### src/rtl/chstat_dbuf_pkg.sv
package chstat_dbuf_pkg;

  typedef struct packed {
    logic bsel;
    logic prot;
    logic c_inh;
    logic two_byte;
    logic chs;
  } sctl_t;

  typedef struct packed {
    logic ublk;
    logic u_inh;
  } uctl_t;

  function automatic logic emph_decode(input logic [7:0] b0);
    if (b0[0]) return (b0[4:2] == 3'b011);
    return (b0[5:3] == 3'b001);
  endfunction

  function automatic logic [7:0] pack_sctl(input sctl_t s);
    return {2'b00, s.bsel, s.prot, s.c_inh, 1'b0, s.two_byte, s.chs};
  endfunction

  function automatic logic [7:0] pack_uctl(input uctl_t u);
    return {2'b00, u.ublk, 2'b00, u.u_inh, 2'b00};
  endfunction

endpackage

### src/rtl/chstat_dbuf_regs.sv
module chstat_dbuf_regs
  import chstat_dbuf_pkg::*;
(
  input  logic       clk,
  input  logic       rst_n,
  input  logic       wr,
  input  logic [1:0] addr,
  input  logic [7:0] wdata,
  output sctl_t      sctl,
  output uctl_t      uctl
);

  always_ff @(posedge clk or negedge rst_n) begin
    if (!rst_n) begin
      sctl <= '0;
      uctl <= '0;
    end else if (wr) begin
      if (addr == 2'd0) begin
        sctl.bsel     <= wdata[5];
        sctl.prot     <= wdata[4];
        sctl.c_inh    <= wdata[3];
        sctl.two_byte <= wdata[1];
        sctl.chs      <= wdata[0];
      end else if (addr == 2'd1) begin
        uctl.ublk  <= wdata[5];
        uctl.u_inh <= wdata[2];
      end
    end
  end

endmodule

### src/rtl/chstat_dbuf_assembler.sv
module chstat_dbuf_assembler #(
  parameter int FRAMES = 192
) (
  input  logic                   clk,
  input  logic                   rst_n,
  input  logic                   bit_valid,
  input  logic                   bit_chan,
  input  logic                   c_bit,
  input  logic                   u_bit,
  input  logic                   blk_start,
  output logic [1:0][FRAMES-1:0] d_c,
  output logic [1:0][FRAMES-1:0] d_u,
  output logic                   blk_done
);

  localparam int IDX_W = $clog2(FRAMES);
  localparam logic [IDX_W-1:0] LAST = IDX_W'(FRAMES - 1);

  logic [IDX_W-1:0] frame_idx;
  logic [IDX_W-1:0] a_idx;

  assign a_idx = blk_start ? '0 : frame_idx;

  always_ff @(posedge clk or negedge rst_n) begin
    if (!rst_n) begin
      frame_idx <= '0;
      blk_done  <= 1'b0;
      d_c       <= '0;
      d_u       <= '0;
    end else begin
      blk_done <= 1'b0;
      if (bit_valid) begin
        if (!bit_chan) begin
          d_c[0][a_idx] <= c_bit;
          d_u[0][a_idx] <= u_bit;
          if (blk_start) frame_idx <= '0;
        end else begin
          d_c[1][frame_idx] <= c_bit;
          d_u[1][frame_idx] <= u_bit;
          if (frame_idx == LAST) begin
            frame_idx <= '0;
            blk_done  <= 1'b1;
          end else begin
            frame_idx <= frame_idx + 1'b1;
          end
        end
      end
    end
  end

endmodule

### src/rtl/chstat_dbuf_estore.sv
module chstat_dbuf_estore
  import chstat_dbuf_pkg::*;
#(
  parameter int FRAMES     = 192,
  parameter int PROT_BYTES = 5,
  parameter int HA_W       = 6
) (
  input  logic                   clk,
  input  logic                   rst_n,
  input  logic [1:0][FRAMES-1:0] d_c,
  input  logic [1:0][FRAMES-1:0] d_u,
  input  logic                   blk_done,
  input  logic                   host_rd,
  input  sctl_t                  sctl,
  input  uctl_t                  uctl,
  input  logic [HA_W-1:0]        host_addr,
  output logic [1:0][FRAMES-1:0] e_c,
  output logic [1:0][FRAMES-1:0] e_u,
  output logic                   copy_fire,
  output logic                   copy_pend,
  output logic [7:0]             host_rdata,
  output logic [7:0]             stat_byte,
  output logic                   emph
);

  localparam int BYTES     = FRAMES / 8;
  localparam int PROT_BITS = PROT_BYTES * 8;

  logic              c_upd;
  logic              u_upd;
  logic [FRAMES-1:0] cm;

  assign c_upd     = !sctl.c_inh;
  assign u_upd     = !(uctl.ublk && uctl.u_inh);
  assign copy_fire = (blk_done || copy_pend) && !host_rd;

  always_comb begin
    for (int i = 0; i < FRAMES; i++) begin
      cm[i] = c_upd && (!sctl.prot || (i >= PROT_BITS));
    end
  end

  always_ff @(posedge clk or negedge rst_n) begin
    if (!rst_n) begin
      e_c       <= '0;
      e_u       <= '0;
      copy_pend <= 1'b0;
    end else begin
      copy_pend <= (blk_done || copy_pend) && host_rd;
      if (copy_fire) begin
        for (int ch = 0; ch < 2; ch++) begin
          e_c[ch] <= (e_c[ch] & ~cm) | (d_c[ch] & cm);
          if (u_upd) e_u[ch] <= d_u[ch];
        end
      end
    end
  end

  logic              rd_ch;
  logic              rd_ok;
  logic [HA_W-1:0]   rd_idx;
  logic [FRAMES-1:0] src_vec;

  always_comb begin
    if (sctl.two_byte) begin
      rd_ok  = int'(host_addr) < 2 * BYTES;
      rd_ch  = host_addr[0];
      rd_idx = host_addr >> 1;
    end else begin
      rd_ok  = int'(host_addr) < BYTES;
      rd_ch  = sctl.chs;
      rd_idx = host_addr;
    end
    if (!rd_ok) rd_idx = '0;
    src_vec    = sctl.bsel ? e_u[rd_ch] : e_c[rd_ch];
    host_rdata = rd_ok ? src_vec[{rd_idx, 3'b000} +: 8] : 8'h00;
  end

  assign stat_byte = e_c[sctl.chs][7:0];
  assign emph      = emph_decode(stat_byte);

endmodule

### src/rtl/chstat_dbuf.sv
module chstat_dbuf
  import chstat_dbuf_pkg::*;
#(
  parameter int  FRAMES     = 192,
  parameter int  PROT_BYTES = 5,
  localparam int HA_W       = $clog2(FRAMES / 4)
) (
  input  logic            clk,
  input  logic            rst_n,
  input  logic            bit_valid,
  input  logic            bit_chan,
  input  logic            c_bit,
  input  logic            u_bit,
  input  logic            blk_start,
  input  logic            reg_wr,
  input  logic [1:0]      reg_addr,
  input  logic [7:0]      reg_wdata,
  output logic [7:0]      reg_rdata,
  input  logic            host_rd,
  input  logic [HA_W-1:0] host_addr,
  output logic [7:0]      host_rdata,
  output logic            emph
);

  sctl_t                  sctl;
  uctl_t                  uctl;
  logic [1:0][FRAMES-1:0] d_c;
  logic [1:0][FRAMES-1:0] d_u;
  logic [1:0][FRAMES-1:0] e_c;
  logic [1:0][FRAMES-1:0] e_u;
  logic                   blk_done;
  logic                   copy_fire;
  logic                   copy_pend;
  logic [7:0]             stat_byte;
  logic                   prot_on;
  logic                   c_inh_on;

  assign prot_on  = sctl.prot;
  assign c_inh_on = sctl.c_inh;

  chstat_dbuf_regs u_regs (
    .clk   (clk),
    .rst_n (rst_n),
    .wr    (reg_wr),
    .addr  (reg_addr),
    .wdata (reg_wdata),
    .sctl  (sctl),
    .uctl  (uctl)
  );

  chstat_dbuf_assembler #(.FRAMES(FRAMES)) u_asm (
    .clk       (clk),
    .rst_n     (rst_n),
    .bit_valid (bit_valid),
    .bit_chan  (bit_chan),
    .c_bit     (c_bit),
    .u_bit     (u_bit),
    .blk_start (blk_start),
    .d_c       (d_c),
    .d_u       (d_u),
    .blk_done  (blk_done)
  );

  chstat_dbuf_estore #(
    .FRAMES     (FRAMES),
    .PROT_BYTES (PROT_BYTES),
    .HA_W       (HA_W)
  ) u_est (
    .clk        (clk),
    .rst_n      (rst_n),
    .d_c        (d_c),
    .d_u        (d_u),
    .blk_done   (blk_done),
    .host_rd    (host_rd),
    .sctl       (sctl),
    .uctl       (uctl),
    .host_addr  (host_addr),
    .e_c        (e_c),
    .e_u        (e_u),
    .copy_fire  (copy_fire),
    .copy_pend  (copy_pend),
    .host_rdata (host_rdata),
    .stat_byte  (stat_byte),
    .emph       (emph)
  );

  always_comb begin
    case (reg_addr)
      2'd0:    reg_rdata = pack_sctl(sctl);
      2'd1:    reg_rdata = pack_uctl(uctl);
      2'd2:    reg_rdata = stat_byte;
      default: reg_rdata = 8'h00;
    endcase
  end

endmodule

### config.mk
export PLATFORM = sky130hd
export DESIGN_NAME = chstat_dbuf
export DESIGN_NICKNAME = d
export VERILOG_FILES = /design/src/rtl/chstat_dbuf_pkg.sv /design/src/rtl/chstat_dbuf_regs.sv /design/src/rtl/chstat_dbuf_assembler.sv /design/src/rtl/chstat_dbuf_estore.sv /design/src/rtl/chstat_dbuf.sv
export SDC_FILE = /design/constraint.sdc
export NUM_CORES = 2
export LEC_CHECK = 0
export ABC_CLOCK_PERIOD_IN_PS = 4000
export BUFFER_PORTS_ARGS = -buffer_cell sky130_fd_sc_hd__buf_2
export CORE_ASPECT_RATIO = 1.5
export CORE_UTILIZATION = 45
export DETAILED_ROUTE_END_ITERATION = 7
export HOLD_SLACK_MARGIN = 0.02
export SYNTH_ARGS = -nofsm -noshare
export SYNTH_HDL_FRONTEND = slang
export SYNTH_SLANG_ARGS = --single-unit
export TNS_END_PERCENT = 20
### constraint.sdc
create_clock -name clk -period 4 [get_ports clk]
set_input_delay 0.8 -clock clk [delete_from_list [all_inputs] [get_ports clk]]
set_output_delay 0.8 -clock clk [all_outputs]
set_load 0.01 [all_outputs]
# == Word level (Yosys, flattened, before mapping) ==
# Index checks and enable logic that the tools add are counted.
# classes
addsub,1
mul,0
n_div,0
n_lt_le_gt_ge,8
n_eq_ne,5
n_shift,1
mux,30
n_bitwise,10
reduce_logical,16
# op_table
operator,n
$mux 192,5
$and 192x192->192,4
$bwmux 192,4
$or 192x192->192,2
$not 192->192,1
$shiftx 192x10->8,1
$mux 8,6
$pmux 8 s3,1
$lt 8x9->1 const B,2
$demux 1 s8,2
$ge 8x1->1 const B,2
$mux 6,2
$mux 1,10
$add 8x1->8 const B,1
$eq 8x8->1 const B,1
$reduce_and 2->1,4
$logic_and 1x1->1,6
$lt 6x5->1 const B,1
$lt 6x6->1 const B,1
$lt 1x2->1 const B,2
$eq 3x1->1 const B,1
$eq 3x2->1 const B,1
$logic_not 1->1,3
$not 1->1,3
5 further kinds,5
# totals
reg_bits,1553
latch_bits,0
ram_bits,0
romBits,0
wordCells,89
memories,0

# == Logic depth before layout (Yosys ltp) ==
# depth
depth_word,6
mapped_depth,12

# == Modules after synthesis ==
# From an unflattened synthesis, not the netlist that was laid out.
# unflattened
hier_cells,4840
area_unflattened_um2,66665.2
# modules_own_cells
module,n_inst,cells_per_inst,area_per_inst_um2
chstat_dbuf_estore,1,2566,35073.6
chstat_dbuf_assembler,1,2242,31183.7
chstat_dbuf_regs,1,16,280.3
chstat_dbuf,1,16,127.6

# == Worst setup path after synthesis ==
# OpenSTA, ideal clock, no wires.
# synth_path
kind,input -> output
startpoint,input host_addr[0]
endpoint,output host_rdata[7]
arrival_time_ps,2866
required_ps,3200
setup_slack_ps,334
path_stages,9
n_path_buf,4
path_cell_list,buf_2 mux2i_1 buf_4 buf_6 buf_4 mux4_2 a22oi_1 a41oi_1 a221oi_1
# synth_between
elab_chain_cells,6
word_cells_on_any_way,13
cone_classes,2 x order compare; 1 x shift; 10 x mux
# synth_rtl
item,line,text
"start, declared",chstat_dbuf.sv:20,"input logic [HA_W-1:0] host_addr,"
branches (longest 5 deep; another with $lt 6x5->1),--,
$mux 8 (*),chstat_dbuf_estore.sv:76,"host_rdata = rd_ok ? src_vec[{rd_idx, 3'b000} +: 8] : 8'h00;"
"end, declared",chstat_dbuf.sv:21,"output logic [7:0] host_rdata,"
# Mark *: on every way between the ends. The select of a mux whose other input is x is not followed.

# == Worst setup path in the final report ==
# layout_path
startpoint,register u_regs.sctl[1] (netlist name)
endpoint,output host_rdata[5]
# layout_between
elab_chain_cells,6
word_cells_on_any_way,11
cone_classes,1 x shift; 10 x mux
# layout_rtl
item,line,text
$mux 1,chstat_dbuf_estore.sv:65,if (sctl.two_byte) begin
$mux 192 (implied by the code) (2 in a row),chstat_dbuf_estore.sv:75,src_vec = sctl.bsel ? e_u[rd_ch] : e_c[rd_ch];
$mux 192,chstat_dbuf_estore.sv:75,
$shiftx 192x10->8,chstat_dbuf_estore.sv:76,
$mux 8 (*),chstat_dbuf_estore.sv:76,
# Mark *: on every way between the ends. The rest lies on a longest branch, timed or not. The select of a mux whose other input is x is not followed.

==> run summary <==
Die Wd - 317.2 µm
Setup TNS - -4728 ps
Top Ports - 42
Final min period - 4651 ps
CTS Buf Count - 150
FFs w/ async S/R, synth - 100.0%
Peak VDD IR - 0.4682 mV
Post-route antenna net violation count - 0
CP max FO - 11
Total power - 33.99 mW
Commonest non-fill, non-tap cell in the layout - mux2_2
Row count - 173
Most used DFF post-synth - dfrtp_1
Most Crowded Layer GR - met2
Comb power frac - 10.3%
Worst skew pair latency - 790 ps
Layout filler cell count - 12691
Failing checks - negative setup slack
Register bit count reported by yosys - 1553
Initial antenna violation count - 10
Register area share after synthesis - 57.95%
Pleak - 37.58 nW
Final Hold Fails - 0
Slew margin rel. - 27.23%
Status - complete, but fails checks
Period utilisation layout - 116.3%
Largest net degree at the start of global routing - 141
DR DRC count - 0
Worst endpoint required time - 3200 ps
Global routing met3 resource utilization - 3.163%
Post-layout nets - 5053
Post-synth EDFFs - 0
Class of the worst hold path - in2reg
Vias in the first global route - 43345
Mapped Cells - 4833
Seq pwr share - 47.2%
RSZ-0062 raised after global routing - true
GRT Util Overall - 25.35%
Startpoint types - register
WL final - 186400 µm
Starting Density - 45.30%
Synthesis-to-finish area growth - 15.05%
Clock Sink Count - 1553
Worst setup margin - -651.3 ps
Fin Clk Skew - 21.86 ps
Critical-path cell list - buf_12 > mux2_4 > buf_12 > mux2i_1 > mux4_2 > mux4_2 > a211oi_2 > buf_4 > buf_6
Port bufs - 39
Worst Hold Slack - 218.6 ps
Vias per cell - 5.747
HPWL reported at the end of detailed placement - 122400 µm
Crit path largest cell delay - 620 ps
Grt met2 use - 43.82%
CP arrival - 3850 ps
Yosys Warn Count - 0
Vias - 40592
Congestion Overflow GR - 0
Post-synthesis cell area - 0.06707 mm²
Max cap viols - 0
Setup violators final - 8
Clock tree buffer depth - 3
Sw frac - 24.98%
Drt wl/cell - 26.39 µm
Pre-antenna DRT Iters - 5
Syn_area_per_cell - 13.88 µm²
CTS tree - done
Layout cells sized above 1 - 45.16%
Most frequent cells in the layout - 1551 x mux2_2, 1550 x dfrtp_1, 438 x nand2_1
Setup Slack @ Placement - -471.3 ps
Slowest CP cell - mux4_2
First-pass GRT wire length - 282600 µm
PD cells - 440.6 mW/mm²
Synth unique cells - 68
Met1 Usage GRT - 32.63%
Die Footprint - 0.1506 mm²
Clk slew on worst S/H paths - 60 ps
Fmax - 215.0 MHz
Int Pwr - 25.50 mW
Worst Tran Pin Value - 1089 ps
Post-synth net total - 4862
Core area - 0.1481 mm²
Clock power frac - 42.5%
Root buf cell - clkbuf_16
Die height - 474.8 µm
Sw Pwr - 8.490 mW
Placer Congestion - 0.8407
Initial DRC count - 2529
H-tree levels - 4
Slew Viols, Final - 0
Final core utilization - 52.11%
Critical path type - reg2out
CP Capture Type - primary output
cells in the mapped netlist (all sizes together) (10+ instances only):
cell    count  area (µm²)
nor2b      13       81.33
a22oi      15       112.6
nand2b     17       106.4
nand2     442        1659
o221ai     13       113.9
mux4      110        2477
clkbuf    260       979.7
a21oi      23       118.9
a211oi     10       90.09
buf        70       468.0
mux2i     125        1255
a221oi     17       148.9
nand3      81       405.4
o22ai      11       75.07
and2       12       75.07
nor3       16       85.08
and3       49       306.5
a31oi      32       200.2
nand4      12       75.07
o21ai      25       125.1
dfrtp    1553       38860
nor2      296        1114
mux2     1554       17500
power by group through the flow:
stage / clock network (mW) / logic (mW) / registers, mW
6_report: 14.4 / 3.52 / 16.0
5_1_grt: 15.3 / 3.72 / 16.1
4_1_cts: 14.7 / 3.46 / 16.0
3_5_place_dp: 0 / 3.34 / 16.3
3_3_place_gp: 0 / 3.32 / 16.3
2_1_floorplan: 0 / 1.57 / 16.2
cell families after synthesis:
logic type | after synthesis | synth area share, %
buffers and inverters | 334 | 2.181
and+or+nand+nor | 960 | 6.059
DFF | 1553 | 57.95
muxes | 1789 | 31.66
adders and majority gates | 4 | 0.07463
AOI/OAI and AO/OA | 193 | 2.076
timing repair:
item                       in CTS  in global routing
hold buffers                    1                  0
setup endpoints to repair       8                  8
resized for setup              32                 24
hold endpoints to repair       30                  0
cloned                          1                  3
buffers inserted               10                  3
pin swaps                       7                  9
metrics by stage:
step / area [µm²] / std cells
after floorplan: 67070 / 4833
after global placement: 71660 / 6779
after detailed placement: 71660 / 6779
after CTS: 76920 / 7054
after global routing: 77160 / 7062
final: 77160 / 7063
path summary, 6_finish.rpt:
check	startpoint	to	slack (ps)	depth (start not counted)
setup / recovery	u_regs.sctl[1]$_DFFE_PN0P_	host_rdata[5]	-650	9
hold / removal	reg_wdata[1]	u_regs.sctl[1]$_DFFE_PN0P_	220	3
setup reg to reg	u_asm.frame_idx[6]$_DFFE_PN0P_	u_asm.d_c[79]$_DFFE_PN0P_	1140	6
hold reg to reg	u_asm.d_c[298]$_DFFE_PN0P_	register	490	1
max in group asynchronous	rst_n	u_est.e_u[357]$_DFFE_PN0P_	2170	3
min in group asynchronous	rst_n	asynchronous set/reset pin	620	2
critical path: cells and delay by family, from the launching register on:
family / cells / cell delay, ps
DFF: 1 / 430
AOI/OAI and AO/OA: 1 / 290
muxes: 4 / 1680
buffers and inverters: 4 / 620
final cells by class:
type	instances	area [µm²]	share of cell area [%]
antenna	3	7.507	0.009730
clock buffer	219	4449	5.766
clock inverter	44	511.7	0.6632
inverter	4	15.01	0.01946
multi-input combinational	2946	27050	35.06
sequential	1553	38870	50.38
tap	1925	2409	3.122
timing repair buffer	369	3849	4.988
routing by layer:
metal | wire [µm] | vias to the layer above | part of all wire [%]
met5 | 26 | - | 0.014
met4 | 6841 | 4 | 3.7
met3 | 6710 | 304 | 3.6
met2 | 95480 | 825 | 51
met1 | 77340 | 21891 | 41
li1 | - | 17568 | -
No activity file was read; power rests on OpenSTA's default activity.
